===== src/rtl/seg_base_unit.sv =====
module seg_base_unit #(
  parameter int DW      = 64,
  parameter int VA_BITS = 48,
  parameter int SEG_W   = 32,
  parameter int CPL_W   = 2
) (
  input  logic             clk,
  input  logic             rst_n,
  input  logic             mode64,
  input  logic [CPL_W-1:0] cpl,
  input  logic             ld_en,
  input  logic             ld_sel,
  input  logic [SEG_W-1:0] ld_base,
  input  logic             wr_en,
  input  logic [1:0]       wr_sel,
  input  logic [DW-1:0]    wr_data,
  input  logic             swap_en,
  output logic [DW-1:0]    base0_o,
  output logic [DW-1:0]    base1_o,
  output logic [DW-1:0]    shadow_o,
  output logic             gp_fault
);
  localparam int HI_W = DW - VA_BITS + 1;

  logic [HI_W-1:0] wr_hi;
  logic            canon, wr_ok, swap_ok, fault_d;
  logic [DW-1:0]   ld_ext;

  assign wr_hi   = wr_data[DW-1:VA_BITS-1];
  assign canon   = (&wr_hi) | ~(|wr_hi);
  assign wr_ok   = (cpl == '0) && canon && (wr_sel != 2'd3);
  assign swap_ok = mode64;
  assign ld_ext  = {{(DW-SEG_W){1'b0}}, ld_base};
  assign fault_d = wr_en ? ~wr_ok : (swap_en & ~swap_ok);

  always_ff @(posedge clk) begin
    if (!rst_n) begin
      base0_o  <= '0;
      base1_o  <= '0;
      shadow_o <= '0;
      gp_fault <= 1'b0;
    end else begin
      gp_fault <= fault_d;
      if (wr_en) begin
        if (wr_ok) begin
          case (wr_sel)
            2'd0:    base0_o  <= wr_data;
            2'd1:    base1_o  <= wr_data;
            default: shadow_o <= wr_data;
          endcase
        end
      end else if (swap_en) begin
        if (swap_ok) begin
          base1_o  <= shadow_o;
          shadow_o <= base1_o;
        end
      end else if (ld_en) begin
        if (ld_sel) base1_o <= ld_ext;
        else        base0_o <= ld_ext;
      end
    end
  end
endmodule



===== config.mk =====
export PLATFORM = sky130hd
export DESIGN_NAME = seg_base_unit
export DESIGN_NICKNAME = d
export VERILOG_FILES = /design/src/rtl/seg_base_unit.sv
export SDC_FILE = /design/constraint.sdc
export NUM_CORES = 1
export LEC_CHECK = 0
export BUFFER_PORTS_ARGS = -buffer_cell sky130_fd_sc_hd__buf_4
export CAP_MARGIN = 20
export CORE_ASPECT_RATIO = 2
export CORE_UTILIZATION = 45
export DETAILED_ROUTE_END_ITERATION = 6
export PLACE_DENSITY_LB_ADDON = 0.15
export SLEW_MARGIN = 20
export SYNTH_ARGS = -nofsm -noshare
export SYNTH_HDL_FRONTEND = slang
export SYNTH_SLANG_ARGS = --single-unit

===== constraint.sdc =====
create_clock -name clk -period 5.42 [get_ports clk]
set_clock_uncertainty 0.1 [all_clocks]
set_input_delay 1.084 -clock clk [delete_from_list [all_inputs] [get_ports clk]]
set_output_delay 1.084 -clock clk [all_outputs]
set_load 0.005 [all_outputs]

# ---- Word level (Yosys, flattened, before mapping)
# Cells that the tools add are included.
# Widths: inputs -> output; s select.
dict set report totals {
  ff_bits 193
  wordCells 52
}
dict set report classes {
  muxes 19
  bitwise 5
  reduce_logical 15
  eq_ne 9
}
# cell count
set ops {}
lappend ops {{$mux 64} 18}
lappend ops {{$reduce_and 17->1} 1}
lappend ops {{$reduce_or 17->1} 1}
lappend ops {{$reduce_and 5->1} 2}
lappend ops {{$ne 2x1->1 const B} 4}
lappend ops {{$ne 2x2->1 const B} 3}
lappend ops {{$reduce_bool 2->1} 3}
lappend ops {{$reduce_bool 3->1} 2}
lappend ops {{$logic_not 2->1} 2}
lappend ops {{$reduce_and 4->1} 1}
lappend ops {{$ne 3x3->1 const B} 1}
lappend ops {{$not 1->1} 3}
lappend ops {{$eq 2x1->1 const B} 1}
lappend ops {{$logic_and 1x1->1} 2}
lappend ops {{$reduce_or 2->1} 1}
lappend ops {{$and 1x1->1} 1}
lappend ops {{$mux 1} 1}
lappend ops {{$or 1x1->1} 1}

# ---- Logic depth before layout (Yosys ltp)
# Gate-level depths: netlist (run 1).
dict set report depth {
  depth_word 7
  ltp_mapped 9
}

# ---- Worst setup path before layout (run 1)
# Ideal clock, no wire load.
dict set report synth_timing {
  path_type {input to register}
  start {input port wr_data[55]}
  end {register base1_o[45]}
  setup_time_ns 0.134
  arrival_time_ns 2.505
  stages 7
  n_path_buf 3
  required_time_ns 5.186
  path_slack_ns 2.681
  cell_sequence {nor4_1 nand4_1 a221oi_2 buf_2 buf_4 buf_2 a211oi_1}
}
dict set report synth_via {
  elab_chain_len 7
  elab_cells_between_ends 8
  classes_between {1 x eq/ne; 2 x bitwise; 5 x reduce/logical}
}
# item line
set synth_rtl {}
lappend synth_rtl {{start, declared} 16} ;# input logic [DW-1:0] wr_data,
lappend synth_rtl {{$reduce_or 17->1} 30} ;# assign canon = (&wr_hi) | ~(|wr_hi);
lappend synth_rtl {{$not 1->1} 30}
lappend synth_rtl {{$or 1x1->1 *} 30}
lappend synth_rtl {{$logic_and 1x1->1 * (2 in series)} 31} ;# assign wr_ok = (cpl == '0) && canon && (wr_sel != 2'd3);
lappend synth_rtl {{$ne 2x1->1 (no line) *} --}
lappend synth_rtl {{$reduce_and 5->1 (no line) *} --}
lappend synth_rtl {{end signal, assigned} 48} ;# 2'd1: base1_o <= wr_data;
lappend synth_rtl {{end signal, assigned} 54} ;# base1_o <= shadow_o;
lappend synth_rtl {{end signal, assigned} 58} ;# if (ld_sel) base1_o <= ld_ext;
lappend synth_rtl {{end, declared} 19} ;# output logic [DW-1:0] base1_o,
# Mark *: on every way between the ends. The rest lies on a longest branch, timed or not.
# A chain may end at the register's enable or synchronous reset.

# ---- Final worst setup path (run 1)
dict set report layout_timing {
  start {input port wr_en}
  end {register base1_o[45]}
}
dict set report layout_via {
  elab_chain_len 2
  elab_cells_between_ends 7
  classes_between {3 x eq/ne; 1 x mux; 3 x reduce/logical}
}
# item line
set layout_rtl {}
lappend layout_rtl {{start, declared} 14} ;# input logic wr_en,
lappend layout_rtl {{$ne 3x3->1 (no line) (tied with other cells)} --}
lappend layout_rtl {{$reduce_and 5->1 (no line)} --}
# Parallel ways exist; a longest one is shown, timed or not.

==> results of run 1 <==
logic make-up (layout without fill, tap and decap cells):
kind of cell,count (synthesis),in the layout
AO/OA/AOI/OAI,364,364
buffers and inverters,114,346
multiplexers,63,63
flip-flops,193,193
other,0,1
AND/OR/NAND/NOR,247,247
cell usage in the layout (no fill, tap or decap), types with 2 or more instances in the layout:
| master | count |
|---|---|
| a211oi_1 | 33 |
| a21boi_0 | 32 |
| a21o_1 | 18 |
| a21oi_1 | 69 |
| a22oi_1 | 32 |
| a311oi_1 | 87 |
| a311oi_2 | 8 |
| buf_4 | 309 |
| clkbuf_1 | 3 |
| clkbuf_16 | 17 |
| clkinv_2 | 2 |
| clkinv_4 | 2 |
| clkinvlp_4 | 3 |
| dfxtp_1 | 193 |
| inv_6 | 3 |
| mux2i_1 | 63 |
| nand2_1 | 86 |
| nand2b_1 | 29 |
| nand3_1 | 34 |
| nand4_1 | 20 |
| nor2_1 | 67 |
| nor4_1 | 4 |
| o21ai_0 | 79 |
registers in the layout, summed over array words and instances (netlist names):
register / flops
base0_o: 64
base1_o: 64
shadow_o: 64
gp_fault: 1
Yosys cell counts (all sizes together):
cell type	n	area share (%)
inv	3	0.13
a22oi	32	2.8
clkbuf	70	3.0
and2	1	0.072
a211oi	34	3.0
nand3	34	2.0
dfxtp	193	45
nand2b	29	2.1
nor2	67	2.9
o21ai	80	4.6
a21boi	32	2.8
o41ai	1	0.10
a311oi	95	10
a21o	18	1.6
nand4	20	1.4
a221oi	1	0.17
nand3b	1	0.087
nor2b	2	0.14
nor3	1	0.058
nor4	4	0.29
a41oi	1	0.10
nor4b	1	0.10
buf	41	2.5
o41a	1	0.13
mux2i	63	7.3
nand2	86	3.7
a21oi	69	4.0
and4	1	0.10
metrics by stage:
step / instances / hold slack (ns) / util (%) / cell area (um2) / total power, mW
2_1_floorplan: 981 / 0.351 / - / 8660 / 1.80
3_3_place_gp: 1436 / 0.335 / 57.8 / 10900 / 2.03
3_5_place_dp: 1436 / 0.341 / 57.8 / 10900 / 2.04
4_1_cts: 1468 / 0.358 / 60.8 / 11400 / 3.24
5_1_grt: 1469 / 0.371 / 60.8 / 11400 / 3.36
6_report: 1469 / 0.353 / 60.8 / 11400 / 3.22
worst max-delay path: cells and delay by family:
| family | cells | cell delay (ns) |
|---|---|---|
| simple gates | 2 | 0.36 |
| buf+inv | 3 | 1.62 |
| compound gates | 2 | 0.62 |
layer usage:
layer / up-vias / global-route usage [%]
met5: - / 0
met4: 0 / 15.8
met3: 71 / 5.29
met2: 298 / 46.9
met1: 4048 / 31.4
li1: 4091 / -
power by group:
group          switching (mW)  internal (mW)  total (mW)
Combinational           0.256          0.223       0.479
Clock                   0.564          0.651        1.21
Sequential             0.0475           1.48        1.53
Total                   0.867           2.35        3.22
path summary, 6_finish.rpt:
kind / cells after the start / slack (ns) / end / from
hold / removal: 1 / 0.35 / base0_o[52] / base0_o[52]
setup / recovery: 7 / 1.88 / base1_o[45] / wr_en
hold reg to reg: 1 / 0.35 / base0_o[52] / base0_o[52]
setup reg to reg: 4 / 4.33 / base1_o[13] / shadow_o[13]
layout make-up:
cell class	instances	area share, %
Sequential cell	193	33.7
Clock inverter	11	0.929
Tap cell	255	2.79
Antenna cell	1	0.0219
Multi-Input combinational cell	674	37.9
Clock buffer	21	3.93
Timing Repair Buffer	311	20.5
Inverter	3	0.120
==> metrics.md, run 1 <==
| Metric | Value |
|---|---|
| Status | `finished, final reports clean` |
| All-Layer GR Usage | `27.4%` |
| Post-synthesis sequential area ratio | `44.6%` |
| Period utilization | `65.3%` |
| Via count | `8508` |
| Drt total wl | `27300 um` |
| Routed wl met2 | `14100 um` |
| Port Buffers | `299` |
| Antenna violations before repair | `1` |
| Startpoint Class | `input pin` |
| Crit path arrival time | `3.78 ns` |
| Post-Syn Area | `8660 um2` |
| Global-route wire length before repair | `42900 um` |
| Die Y | `198 um` |
| Leak | `4.72 nW` |
| Place WS | `1.44 ns` |
| Synth Warn # | `0` |
| Max-cap check violation count | `0` |
| Detailed Place HPWL | `18100 um` |
| Rel. slew slack | `29.9%` |
| Final slew viol count | `0` |
| DRC | `0` |
| Critical path class | `in2reg` |
| Largest family of logic cells by synthesized area | `compound AO/OA/AOI/OAI gates` |
| Minimum clock period | `3.54 ns` |
| Top Layer Used | `met4` |
| Hold WC Path Type | `reg2reg` |
| Final ANT Viol Nets | `0` |
| Vias per cell | `5.79` |
| Clk Latency, worst-skew pair | `0.43 ns` |
| Syn Area/Cell | `8.82 um2` |
| # nets final | `1307` |
| Final hold vios | `0` |
| Initial DRC count | `324` |
| Pwr/cell area | `281 nW/um2` |
| Vias in the first global route | `8110` |
| Worst vdd rail ir drop | `0.000164 V` |
| Clock buffer count from CTS | `17` |
| Cts repair resizes | `0` |
| Final WS setup | `1.88 ns` |
| Filler cells | `1743` |
| TritonRoute pass-1 iters | `5` |
| Mux contribution to synthesized area | `7.28%` |
| Gate Count Post-Synth | `981` |
| GP Congestion | `0.815` |
| Clock Tree Buf Depth | `2` |
| Yosys cell types | `34` |
| DIE AREA | `19800 um2` |
| Worst Tran Pin Value | `1.05 ns` |
| CTS tree | `yes` |
| Die X | `100 um` |
| Fmax | `0.283 GHz` |
| Area occupied by multi-input gates | `4340 um2` |
| Number of H-tree levels | `4` |
| Final setup violation count | `0` |
| Worst-path clk slew | `0.07 ns` |
| Metal-1 WL | `10500 um` |
| CTS sink count | `193` |
| Top-level I/O count | `300` |
| Wirelength per Cell | `18.6 um` |
| Slowest-stage cell, CP | `buf_4` |
| Critical path required time | `5.66 ns` |
| FF+latch count, synth | `193` |
| # rows | `71` |
| Xor/xnor cell area share of the yosys netlist | `0%` |
| Initial core utilization | `46.0%` |
| Post-Synth Simple-Gate Area | `13.0%` |
| Crit Path Max Fanout | `96` |
| Gr ovfl total | `0` |
| Crit path cell chain | `buf_6, inv_2, nor2_1, a221oi_4, buf_4, nor2_1, a211oi_1` |
| CP endpoint kind | `flip-flop` |
| Delay of the slowest critical-path stage | `0.78 ns` |
| Final setup TNS | `0 ns` |
| RSZ-0062 raised after global routing | `no` |
| Largest net degree at the start of global routing | `104` |
| Met3 wire length | `1420 um` |
| P&R area growth vs syn | `32.3%` |
| Register area | `3860 um2` |
| Share of layout cells above drive strength 1 | `29.3%` |
| Post-Syn Nets | `1088` |
| Setup Fix Bufs, Post-CTS | `0` |
| Synth Area in Compound Gates | `29.4%` |
| Area of the core | `18800 um2` |
| Root Buffer | `clkbuf_16` |
| Adder-Cell Fraction of Synth Area | `0%` |
| # hold bufs at CTS | `0` |
| Top cell by count, worst path | `nor2_1` |
Note: power is estimated with default switching activity, not from simulation.
==> run 2, diff against run 1 <==
==> constraint.sdc (replaced) <==
create_clock -name clk -period 3.59 [get_ports clk]
set_clock_uncertainty 0.1 [all_clocks]
set_input_delay 0.718 -clock clk [delete_from_list [all_inputs] [get_ports clk]]
set_output_delay 0.718 -clock clk [all_outputs]
set_load 0.005 [all_outputs]
==> metrics.md, run 2 (synthesis results as in run 1) <==
| Metric | Value |
|---|---|
| CTS tree | `yes` |
| Worst vdd rail ir drop | `0.000276 V` |
| Area of the core | `18800 um2` |
| Hold slack | `0.353 ns` |
| Max-cap check violation count | `0` |
| Worst-path clk slew | `0.06 ns` |
| Final ANT Viol Nets | `0` |
| Gr ovfl total | `0` |
| Crit Path Max Fanout | `17` |
| Cts repair resizes | `0` |
| CP endpoint kind | `flip-flop` |
| Final hold vios | `0` |
| Drt total wl | `26600 um` |
| Most frequent cells in the layout | `306 x buf_4, 193 x dfxtp_1, 87 x a311oi_1, 86 x nand2_1, 79 x o21ai_0` |
| Vias per cell | `5.70` |
| Status | `finished, final reports clean` |
| Post-Route Utilization | `61.9%` |
| DRC | `0` |
| FF-to-FF path depth | `4` |
| Wirelength per Cell | `18.1 um` |
| Final setup violation count | `0` |
| Root Buffer | `clkbuf_16` |
| All-Layer GR Usage | `26.7%` |
| Placed insts | `1442` |
| Crit path cell chain | `buf_4, nor4_1, nand4_1, a211oi_4, nor2_1, a21o_1` |
| Final setup TNS | `0 ns` |
| Post-route cell area | `11700 um2` |
| Share of layout cells above drive strength 1 | `29.9%` |
| # nets final | `1313` |
| Detailed Place HPWL | `17900 um` |
| GP Congestion | `0.832` |
| Place WS | `0.366 ns` |
| Delay of the slowest critical-path stage | `0.59 ns` |
| Power Total | `5.01 mW` |
| Leak | `4.81 nW` |
| Initial DRC count | `285` |
| Critical path required time | `3.81 ns` |
| Number of H-tree levels | `4` |
| Via count | `8409` |
| Diode count | `0` |
| Clock Tree Buf Depth | `2` |
| Largest net degree at the start of global routing | `130` |
| Placed cell areas | `11000 um2` |
| Final WS setup | `0.847 ns` |
| DIE AREA | `19800 um2` |
| Crit path arrival time | `2.97 ns` |
| Hold WC Path Type | `reg2reg` |
| P&R area growth vs syn | `34.7%` |
| Pwr/cell area | `430 nW/um2` |
| CTS sink count | `193` |
| RSZ-0062 raised after global routing | `no` |
| Layout Cells excl Fill | `1474` |
| Die X | `100 um` |
| Slowest-stage cell, CP | `a211oi_4` |
| Minimum clock period | `2.74 ns` |
| TritonRoute pass-1 iters | `5` |
| Initial core utilization | `46.0%` |
| # rows | `71` |
| Vias in the first global route | `7840` |
| Rel. slew slack | `32.6%` |
| Worst Tran Pin Value | `1.01 ns` |
| Setup Fix Bufs, Post-CTS | `0` |
| Clk Latency, worst-skew pair | `0.43 ns` |
| Clock buffer count from CTS | `17` |
| Commonest non-fill, non-tap cell in the layout | `buf_4` |
| Antenna violations before repair | `0` |
| Final slew viol count | `0` |
| # hold bufs at CTS | `0` |
| Period utilization | `76.4%` |
| Filler cells | `1738` |
| Port Buffers | `299` |
| Global-route wire length before repair | `41700 um` |
| Fmax | `0.365 GHz` |
| Die Y | `198 um` |
| Top-level I/O count | `300` |
| Hold path depth | `1` |
| Critical path class | `in2reg` |
| Startpoint Class | `input pin` |
| Regs by FF count | `base0_o x64, base1_o x64, shadow_o x64` |
-- run 2: changes by cell type in the layout (fill, tap and decap cells not counted), sizes merged --
cell	previous run	this run
clkinvlp	3	2
diode	1	0
inv	6	4
bufinv	1	3
buf	311	317
clkinv	4	7
clkbuf	21	19
-- run 2: layer usage --
| layer | vias to the layer above | global-route usage, % | routed length (um) |
|---|---|---|---|
| li1 | 4107 | - | - |
| met1 | 3951 | 31.2 | 10300 |
| met2 | 293 | 45.6 | 13700 |
| met3 | 58 | 5.33 | 1590 |
| met4 | 0 | 14.0 | 1010 |
| met5 | - | 0 | 0 |
-- run 2: critical path: cells and delay by family --
kind	cells	cell delay, ns
and+or+nand+nor	3	1.27
AOI/OAI and AO/OA	2	0.85
buffers and inverters	1	0.12
-- run 2: path summary, 6_finish.rpt --
path	from	end	slack [ns]
max	wr_data[55]	base0_o[49]	0.85
min	base0_o[52]	base0_o[52]	0.35
max reg2reg	shadow_o[25]	base1_o[25]	2.51
min reg2reg	base0_o[52]	base0_o[52]	0.35
-- run 2: power by group --
part | leakage, nW | switching [mW] | internal (mW)
Clock | 0.299 | 0.839 | 1.13
Sequential | 1.57 | 0.0736 | 2.23
Combinational | 2.95 | 0.385 | 0.351
-- run 2: layout make-up --
type	count	area (um2)	share of cell area, %
Tap cell	255	319	2.74
Multi-Input combinational cell	674	4340	37.2
Clock buffer	19	453	3.88
Timing Repair Buffer	317	2510	21.5
Sequential cell	193	3860	33.1
Inverter	3	13.8	0.118
Clock inverter	13	160	1.37
